$ cat config.mk
export PLATFORM = sky130hd
export DESIGN_NAME = bts_unit
export DESIGN_NICKNAME = d
export VERILOG_FILES = /design/src/rtl/bts_pkg.sv /design/src/rtl/bts_decode.sv /design/src/rtl/bts_addr_gen.sv /design/src/rtl/bts_squash_ctl.sv /design/src/rtl/bts_unit.sv
export SDC_FILE = /design/constraint.sdc
export NUM_CORES = 1
export LEC_CHECK = 0
export ABC_AREA = 0
export BUFFER_PORTS_ARGS = -buffer_cell sky130_fd_sc_hd__buf_2
export CORE_MARGIN = 4
export CORE_UTILIZATION = 42
export CTS_CLUSTER_SIZE = 25
export DETAILED_ROUTE_END_ITERATION = 10
export PLACE_DENSITY = 0.9
export SYNTH_ARGS = -nofsm -noshare
export SYNTH_HDL_FRONTEND = slang
export SYNTH_HIERARCHICAL = 1
export SYNTH_SLANG_ARGS = --single-unit
export TNS_END_PERCENT = 100
$ cat constraint.sdc
create_clock -name clk_i -period 4.26 [get_ports clk_i]
set_input_delay 1.065 -clock clk_i [delete_from_list [all_inputs] [get_ports clk_i]]
set_output_delay 1.065 -clock clk_i [all_outputs]
set_load 0.005 [all_outputs]
$ cat src/rtl/bts_pkg.sv
package bts_pkg;
  localparam int INSTR_W = 16;
  localparam int FILE_W  = 8;
  localparam int BIT_W   = 3;

  localparam logic [3:0] OP_SKIP_SET = 4'b1010;
  localparam logic [3:0] OP_SKIP_CLR = 4'b1011;

  typedef struct packed {
    logic              hit;
    logic              sense_set;
    logic [BIT_W-1:0]  bit_sel;
    logic              bank_flag;
    logic [FILE_W-1:0] file_addr;
  } bts_dec_t;

  typedef enum logic [1:0] {
    SQ_IDLE = 2'd0,
    SQ_ONE  = 2'd1,
    SQ_TWO  = 2'd2
  } sq_state_e;
endpackage

$ cat src/rtl/bts_decode.sv
module bts_decode
  import bts_pkg::*;
(
  input  logic               valid_i,
  input  logic [INSTR_W-1:0] instr_i,
  output bts_dec_t           dec_o
);
  logic [3:0] opc;
  assign opc = instr_i[15:12];

  always_comb begin
    dec_o.hit       = valid_i && ((opc == OP_SKIP_SET) || (opc == OP_SKIP_CLR));
    dec_o.sense_set = (opc == OP_SKIP_SET);
    dec_o.bit_sel   = instr_i[11:9];
    dec_o.bank_flag = instr_i[8];
    dec_o.file_addr = instr_i[7:0];
  end
endmodule

$ cat src/rtl/bts_addr_gen.sv
module bts_addr_gen
  import bts_pkg::*;
#(
  parameter int ADDR_W = 12,
  parameter int LOW_SPLIT = 'h60
) (
  input  logic              bank_flag_i,
  input  logic [FILE_W-1:0] file_i,
  input  logic [ADDR_W-FILE_W-1:0] bsr_i,
  input  logic [ADDR_W-1:0] idx_i,
  input  logic              ext_en_i,
  output logic [ADDR_W-1:0] addr_o
);
  localparam int HI_W = ADDR_W - FILE_W;
  localparam logic [FILE_W-1:0] SPLIT = FILE_W'(LOW_SPLIT);

  logic low_half;
  assign low_half = (file_i < SPLIT);

  always_comb begin
    if (bank_flag_i)
      addr_o = {bsr_i, file_i};
    else if (ext_en_i && low_half)
      addr_o = idx_i + {{HI_W{1'b0}}, file_i};
    else if (low_half)
      addr_o = {{HI_W{1'b0}}, file_i};
    else
      addr_o = {{HI_W{1'b1}}, file_i};
  end
endmodule

$ cat src/rtl/bts_squash_ctl.sv
module bts_squash_ctl
  import bts_pkg::*;
(
  input  logic clk_i,
  input  logic rst_ni,
  input  logic skip_i,
  input  logic two_word_i,
  output logic squash_o
);
  sq_state_e state_q, state_d;

  always_comb begin
    state_d = SQ_IDLE;
    unique case (state_q)
      SQ_IDLE: if (skip_i) state_d = two_word_i ? SQ_TWO : SQ_ONE;
      SQ_TWO:  state_d = SQ_ONE;
      default: state_d = SQ_IDLE;
    endcase
  end

  always_ff @(posedge clk_i or negedge rst_ni) begin
    if (!rst_ni) state_q <= SQ_IDLE;
    else         state_q <= state_d;
  end

  assign squash_o = (state_q != SQ_IDLE);

  a_r9_squash_max_two: assert property (@(posedge clk_i) disable iff (!rst_ni)
    (squash_o && $past(squash_o)) |=> !squash_o);
  a_r9_two_word_pair: assert property (@(posedge clk_i) disable iff (!rst_ni)
    (skip_i && two_word_i && !squash_o) |=> (squash_o ##1 squash_o));
endmodule

$ cat src/rtl/bts_unit.sv
module bts_unit
  import bts_pkg::*;
#(
  parameter int ADDR_W    = 12,
  parameter int DATA_W    = 8,
  parameter int LOW_SPLIT = 'h60
) (
  input  logic                     clk_i,
  input  logic                     rst_ni,
  input  logic                     instr_valid_i,
  input  logic [INSTR_W-1:0]       instr_i,
  input  logic [ADDR_W-FILE_W-1:0] bsr_i,
  input  logic [ADDR_W-1:0]        idx_i,
  input  logic                     ext_en_i,
  input  logic                     next_two_word_i,
  output logic [ADDR_W-1:0]        rd_addr_o,
  input  logic [DATA_W-1:0]        rd_data_i,
  output logic                     is_bts_o,
  output logic                     skip_o,
  output logic                     squash_o,
  output logic [1:0]               cycles_o
);
  bts_dec_t dec;
  logic     tested_bit;

  // a squashed slot must not execute
  bts_decode u_dec (
    .valid_i (instr_valid_i && !squash_o),
    .instr_i (instr_i),
    .dec_o   (dec)
  );

  bts_addr_gen #(.ADDR_W(ADDR_W), .LOW_SPLIT(LOW_SPLIT)) u_addr (
    .bank_flag_i (dec.bank_flag),
    .file_i      (dec.file_addr),
    .bsr_i       (bsr_i),
    .idx_i       (idx_i),
    .ext_en_i    (ext_en_i),
    .addr_o      (rd_addr_o)
  );

  assign tested_bit = rd_data_i[dec.bit_sel];
  assign is_bts_o   = dec.hit;
  assign skip_o     = dec.hit && (tested_bit == dec.sense_set);

  always_comb begin
    if (!dec.hit)     cycles_o = 2'd0;
    else if (!skip_o) cycles_o = 2'd1;
    else              cycles_o = next_two_word_i ? 2'd3 : 2'd2;
  end

  bts_squash_ctl u_sq (
    .clk_i      (clk_i),
    .rst_ni     (rst_ni),
    .skip_i     (skip_o),
    .two_word_i (next_two_word_i),
    .squash_o   (squash_o)
  );

  a_r10_no_exec_in_squash: assert property (@(posedge clk_i) disable iff (!rst_ni)
    squash_o |-> (!skip_o && !is_bts_o));
  a_r9_skip_starts_squash: assert property (@(posedge clk_i) disable iff (!rst_ni)
    skip_o |=> squash_o);
  a_r8_skip_cycles: assert property (@(posedge clk_i) disable iff (!rst_ni)
    skip_o |-> (cycles_o >= 2'd2));
  a_r6_banked_upper: assert property (@(posedge clk_i) disable iff (!rst_ni)
    (is_bts_o && instr_i[8]) |-> (rd_addr_o[ADDR_W-1:FILE_W] == bsr_i));
  a_r2_foreign_ignored: assert property (@(posedge clk_i) disable iff (!rst_ni)
    (instr_valid_i && instr_i[15:13] != 3'b101) |-> (cycles_o == 2'd0));
endmodule

[Yosys cells after proc, flatten, opt, wreduce, memory -nomap -nowiden]
Index checks and enable logic that the tools add are counted.
Word-level totals
  register bits after elaboration: 2
  input bits: 45
  output and inout port bits: 17
Cells by class
  order comparisons: 2
  reductions and logical operators: 8
  equal/unequal tests: 4
  $add $sub $neg: 1
  muxes and demuxes: 11
Operators by type and width (count)
  two-way mux 12 bit: 3
  adder 12 x 8 -> 12 bit: 1
  equality test 4 bit (second input constant): 2
  < comparator 8 x 7 -> 1 bit (second input constant): 1
  two-way mux 2 bit: 4
  logical AND 1 bit: 4
  < comparator 3 x 4 -> 1 bit (second input constant): 1
  case mux 2 bit (2 select lines): 1
  binary-select mux 1 bit (select 3 bit): 1
  equality test 2 bit (second input constant): 1
  logical NOT 2 bit: 1
  two-way mux 1 bit: 2
  nonzero test 2 bit: 1
  equality test 1 bit: 1
  logical NOT 1 bit: 1
  logical OR 1 bit: 1

[Depth between registers and ports, before layout]
  depth in word-level cells: 7
  gate-level depth with buffers: 9
  gate-level depth less buffers: 8

[By module]
Netlist, hierarchy kept.
Modules (own cells, without submodules)
  bts_addr_gen: cells an instance 89, area an instance 615.6 µm², times used 1
  bts_decode: cells an instance 14, area an instance 113.9 µm², times used 1
  bts_unit: cells an instance 9, area an instance 102.6 µm², times used 1
  bts_squash_ctl: cells an instance 8, area an instance 83.8 µm², times used 1

[Least setup slack after synthesis]
No wires, ideal clock.
  kind: input to output
  start point: input instr_i[0]
  end point: output rd_addr_o[10]
  buffers on the path: 1
  arrival: 2659 ps
  setup slack: 536 ps
  data required time: 3195 ps
  stages: 9
  cells stage by stage: buf_4 ha_1 inv_1 fa_1 nor2b_1 o31a_1 o21ai_0 or4_1 nand3b_1
Between the ends
  word-level cells in the longest chain between the ends: 4
  elaborated cells between the ends (all ways): 6
  classes of those cells: add/sub: 1; order compare: 1; mux: 3; reduce/logical: 1
RTL lines
  start: declaration: line bts_unit.sv:11  | input logic [INSTR_W-1:0] instr_i,
  < comparator 8 x 7 -> 1 bit: line bts_addr_gen.sv:18  | assign low_half = (file_i < SPLIT);
  two-way mux 12 bit / logical AND 1 bit (equally long branches): line bts_addr_gen.sv:25, bts_addr_gen.sv:23
  two-way mux 12 bit (*): line bts_addr_gen.sv:23  | else if (ext_en_i && low_half)
  two-way mux 12 bit (*): line bts_addr_gen.sv:21  | if (bank_flag_i)
  end: declaration: line bts_unit.sv:16  | output logic [ADDR_W-1:0] rd_addr_o,
Every way passes the cells marked *; elsewhere a longest branch is shown, timed or not.

[Final worst setup path]
Ends and elaborated chain as after synthesis.

==> impl_metrics.env <==
export IMPL_status="complete, no violations"
export IMPL_finClkSkew_ps=0.939
export IMPL_clockRootBuffer="clkbuf_4"
export IMPL_max_freq_mhz=246
export IMPL_top_register="u_sq/state_q"
export IMPL_startpoint_type="input port"
export IMPL_cts_tree="done"
export IMPL_worstPathArrival_ps=3000
export IMPL_syn_area_um2=916
export IMPL_io_pins=62
export IMPL_fin_crit_sh_pct=95.3
export IMPL_clk_transition_reported_paths_ps=30
export IMPL_setup_violations=0
export IMPL_worstHoldStart="u_sq/state_q[0]"
export IMPL_regArea_um2=50.0
export IMPL_yosysSeqAreaShare_pct=5.46
export IMPL_core_area_um2=2020
export IMPL_maxCapViolCount=0
export IMPL_gr_total_overflow=0
export IMPL_die_h_um=54.7
export IMPL_vias=1036
export IMPL_hp_class="reg2reg"
export IMPL_io_buffers=61
export IMPL_grt_max_degree=21
export IMPL_grtUsageTotal_pct=15.9
export IMPL_yosysMostFrequentCell="buf_4"
export IMPL_avgSynthCellArea_um2=7.63
export IMPL_fin_nets=224
export IMPL_synth_fp_nets=174
export IMPL_leakagePower_nw=0.582
export IMPL_ant_nets=0
export IMPL_dieArea_um2=2990
export IMPL_layout_drive_gt1_share_pct=42.3
export IMPL_reg2reg_from="u_sq/state_q[1]"
export IMPL_worstPathRequired_ps=3190
export IMPL_fin_setup_tns_ps=0
export IMPL_drt_iter0_drc=18
export IMPL_ys_top_cells_by_count="buf_4 (13), o21ai_0 (11), nand2_1 (10)"
export IMPL_cp_slowest_cell="or4_1"
export IMPL_rsz0062_at_grt="no"
export IMPL_p_total_w=0.000175
export IMPL_cpPeakStageDelay_ps=430
export IMPL_cts_max_level=1
export IMPL_cp_common_cell="buf_2"
export IMPL_synth_seq_cells=2
export IMPL_first_pass_iters=4
export IMPL_fin_area_um2=1160
export IMPL_ys_types=43
export IMPL_detail_route_wirelength_mm=2.46
export IMPL_clkSinkCount=2
export IMPL_synthFlopType="dfrtp_1"
export IMPL_multi_input_area_um2=726
export IMPL_crit_path_end_kind="output port"
export IMPL_synthTopCellsByArea="ha_1 (11%), buf_4 (11%), o21ai_0 (6.0%)"
export IMPL_synth_warnings=6
export IMPL_via_per_inst=5.31
export IMPL_diodes=0
export IMPL_reg_largest_list="u_sq/state_q (2)"
export IMPL_dpl_cell_area_um2=1140
export IMPL_place_hpwl_mm=2.15
export IMPL_fill_cells=205
export IMPL_grt_pass1_wl_mm=3.55
export IMPL_drv_slew=0
export IMPL_final_core_util_pct=57.4
export IMPL_post_cts_setup_buffers=0
export IMPL_numCtsBuffers=3
export IMPL_critical_path_class="in2out"
export IMPL_synth_top_cell_area_share_pct=10.9
export IMPL_place_congestion=0.854
export IMPL_grt_pass1_vias=951
export IMPL_die_w_um=54.7
export IMPL_power_density_nw_per_um2=151
export IMPL_startpoint="instr_i[0]"
export IMPL_ys_async_sr_fraction_pct=100
export IMPL_period_needed_ps=4060
export IMPL_ctsHoldBuffers=0
export IMPL_cp_cell_sequence="buf_2 > ha_1 > inv_1 > fa_1 > nor2b_1 > o31a_1 > o21ai_0 > or4_1 > nand3b_1 > buf_2"
export IMPL_ir_worst_vdd_mv=0.0864
export IMPL_initial_core_util_pct=45.3
export IMPL_syn_to_final_growth_pct=26.6
export IMPL_clock_latency_ps=220
export IMPL_syn_inst=120
export IMPL_critPathBufInv=3
export IMPL_clock_path_buffers=2
export IMPL_rows=16
export IMPL_post_cts_resized=0
export IMPL_drc=0
export IMPL_yosys_area_top_type="ha_1"
export IMPL_tightest_slew_ps=493
export IMPL_synth_edf_count=0
export IMPL_maxSlewHeadroom_pct=66.9
export IMPL_hold_violations=0
export IMPL_largest_reg_flops=2
export IMPL_antenna_found_initial=0
export IMPL_cp_top_family="simple AND/OR/NAND/NOR gates"
export IMPL_path_max_fanout=3
export IMPL_wl_per_cell_um=12.6
## path summary, 6_finish.rpt
kind / end / slack, ps / depth (start not counted)
min in group asynchronous: u_sq/state_q[1] / 630 / 1
max in group asynchronous: u_sq/state_q[0] / 3540 / 1
min reg2reg: u_sq/state_q[0] / 420 / 1
max reg2reg: u_sq/state_q[0] / 2790 / 6
max: rd_addr_o[10] / 200 / 10
min: u_sq/state_q[0] / 420 / 1
## placed cells by master (no fill, tap or decap), drive strengths merged, types with 2 or more instances in the layout
master,n
nor3,2
mux4,2
nand4,3
nand2,11
a21boi,2
xnor2,2
buf,61
nor2b,7
xor2,5
dfrtp,2
nor2,7
clkbuf,3
a211oi,3
o211ai,4
or4,2
a21oi,3
ha,8
o21a,3
o22ai,3
inv,6
o21ai,11
nand3,2
## layer usage
layer	track usage, %	vias up	wire [µm]
li1	-	529	-
met2	31.5	43	1390
met4	8.30	0	10
met1	15.7	462	886
met3	1.63	2	169
met5	0	-	0
## metrics by stage
stage / setup WS, ps / hold slack (ps) / cells
global route: 79.0 / 436 / 195
finish: 200 / 425 / 195
global placement: 341 / 412 / 192
CTS: 235 / 425 / 195
floorplan: 536 / 401 / 120
detailed placement: 238 / 420 / 192
## logic make-up after synthesis
group           share of synthesized area [%]
compound gates                           26.1
flops                                    5.46
xor+xnor                                 6.69
simple gates                             25.3
buf+inv                                  15.3
mux                                      8.06
fa+ha+maj                                13.1
## worst register-to-register path, stage by stage, from the launching register on
cell      delay (ps)
dfrtp_1          370
or2_4            260
nor2b_1          110
and4b_2          250
and2_1           180
nand2b_1          80
a21oi_1          140
## layout make-up
| cell class | instances | area share [%] |
|---|---|---|
| multi-input cells | 96 | 62.6 |
| flip-flops and latches | 2 | 4.32 |
| inverters | 6 | 1.94 |
| repair buffers | 61 | 26.3 |
| clock buffers | 3 | 1.94 |
| well taps | 27 | 2.91 |
## report_power, final
part           total [W]  internal, W  switching (W)
clock          0.0000408    0.0000310     0.00000981
sequential     0.0000197    0.0000195    0.000000200
combinational   0.000114    0.0000569      0.0000574
No activity file was read; power rests on OpenSTA's default activity.
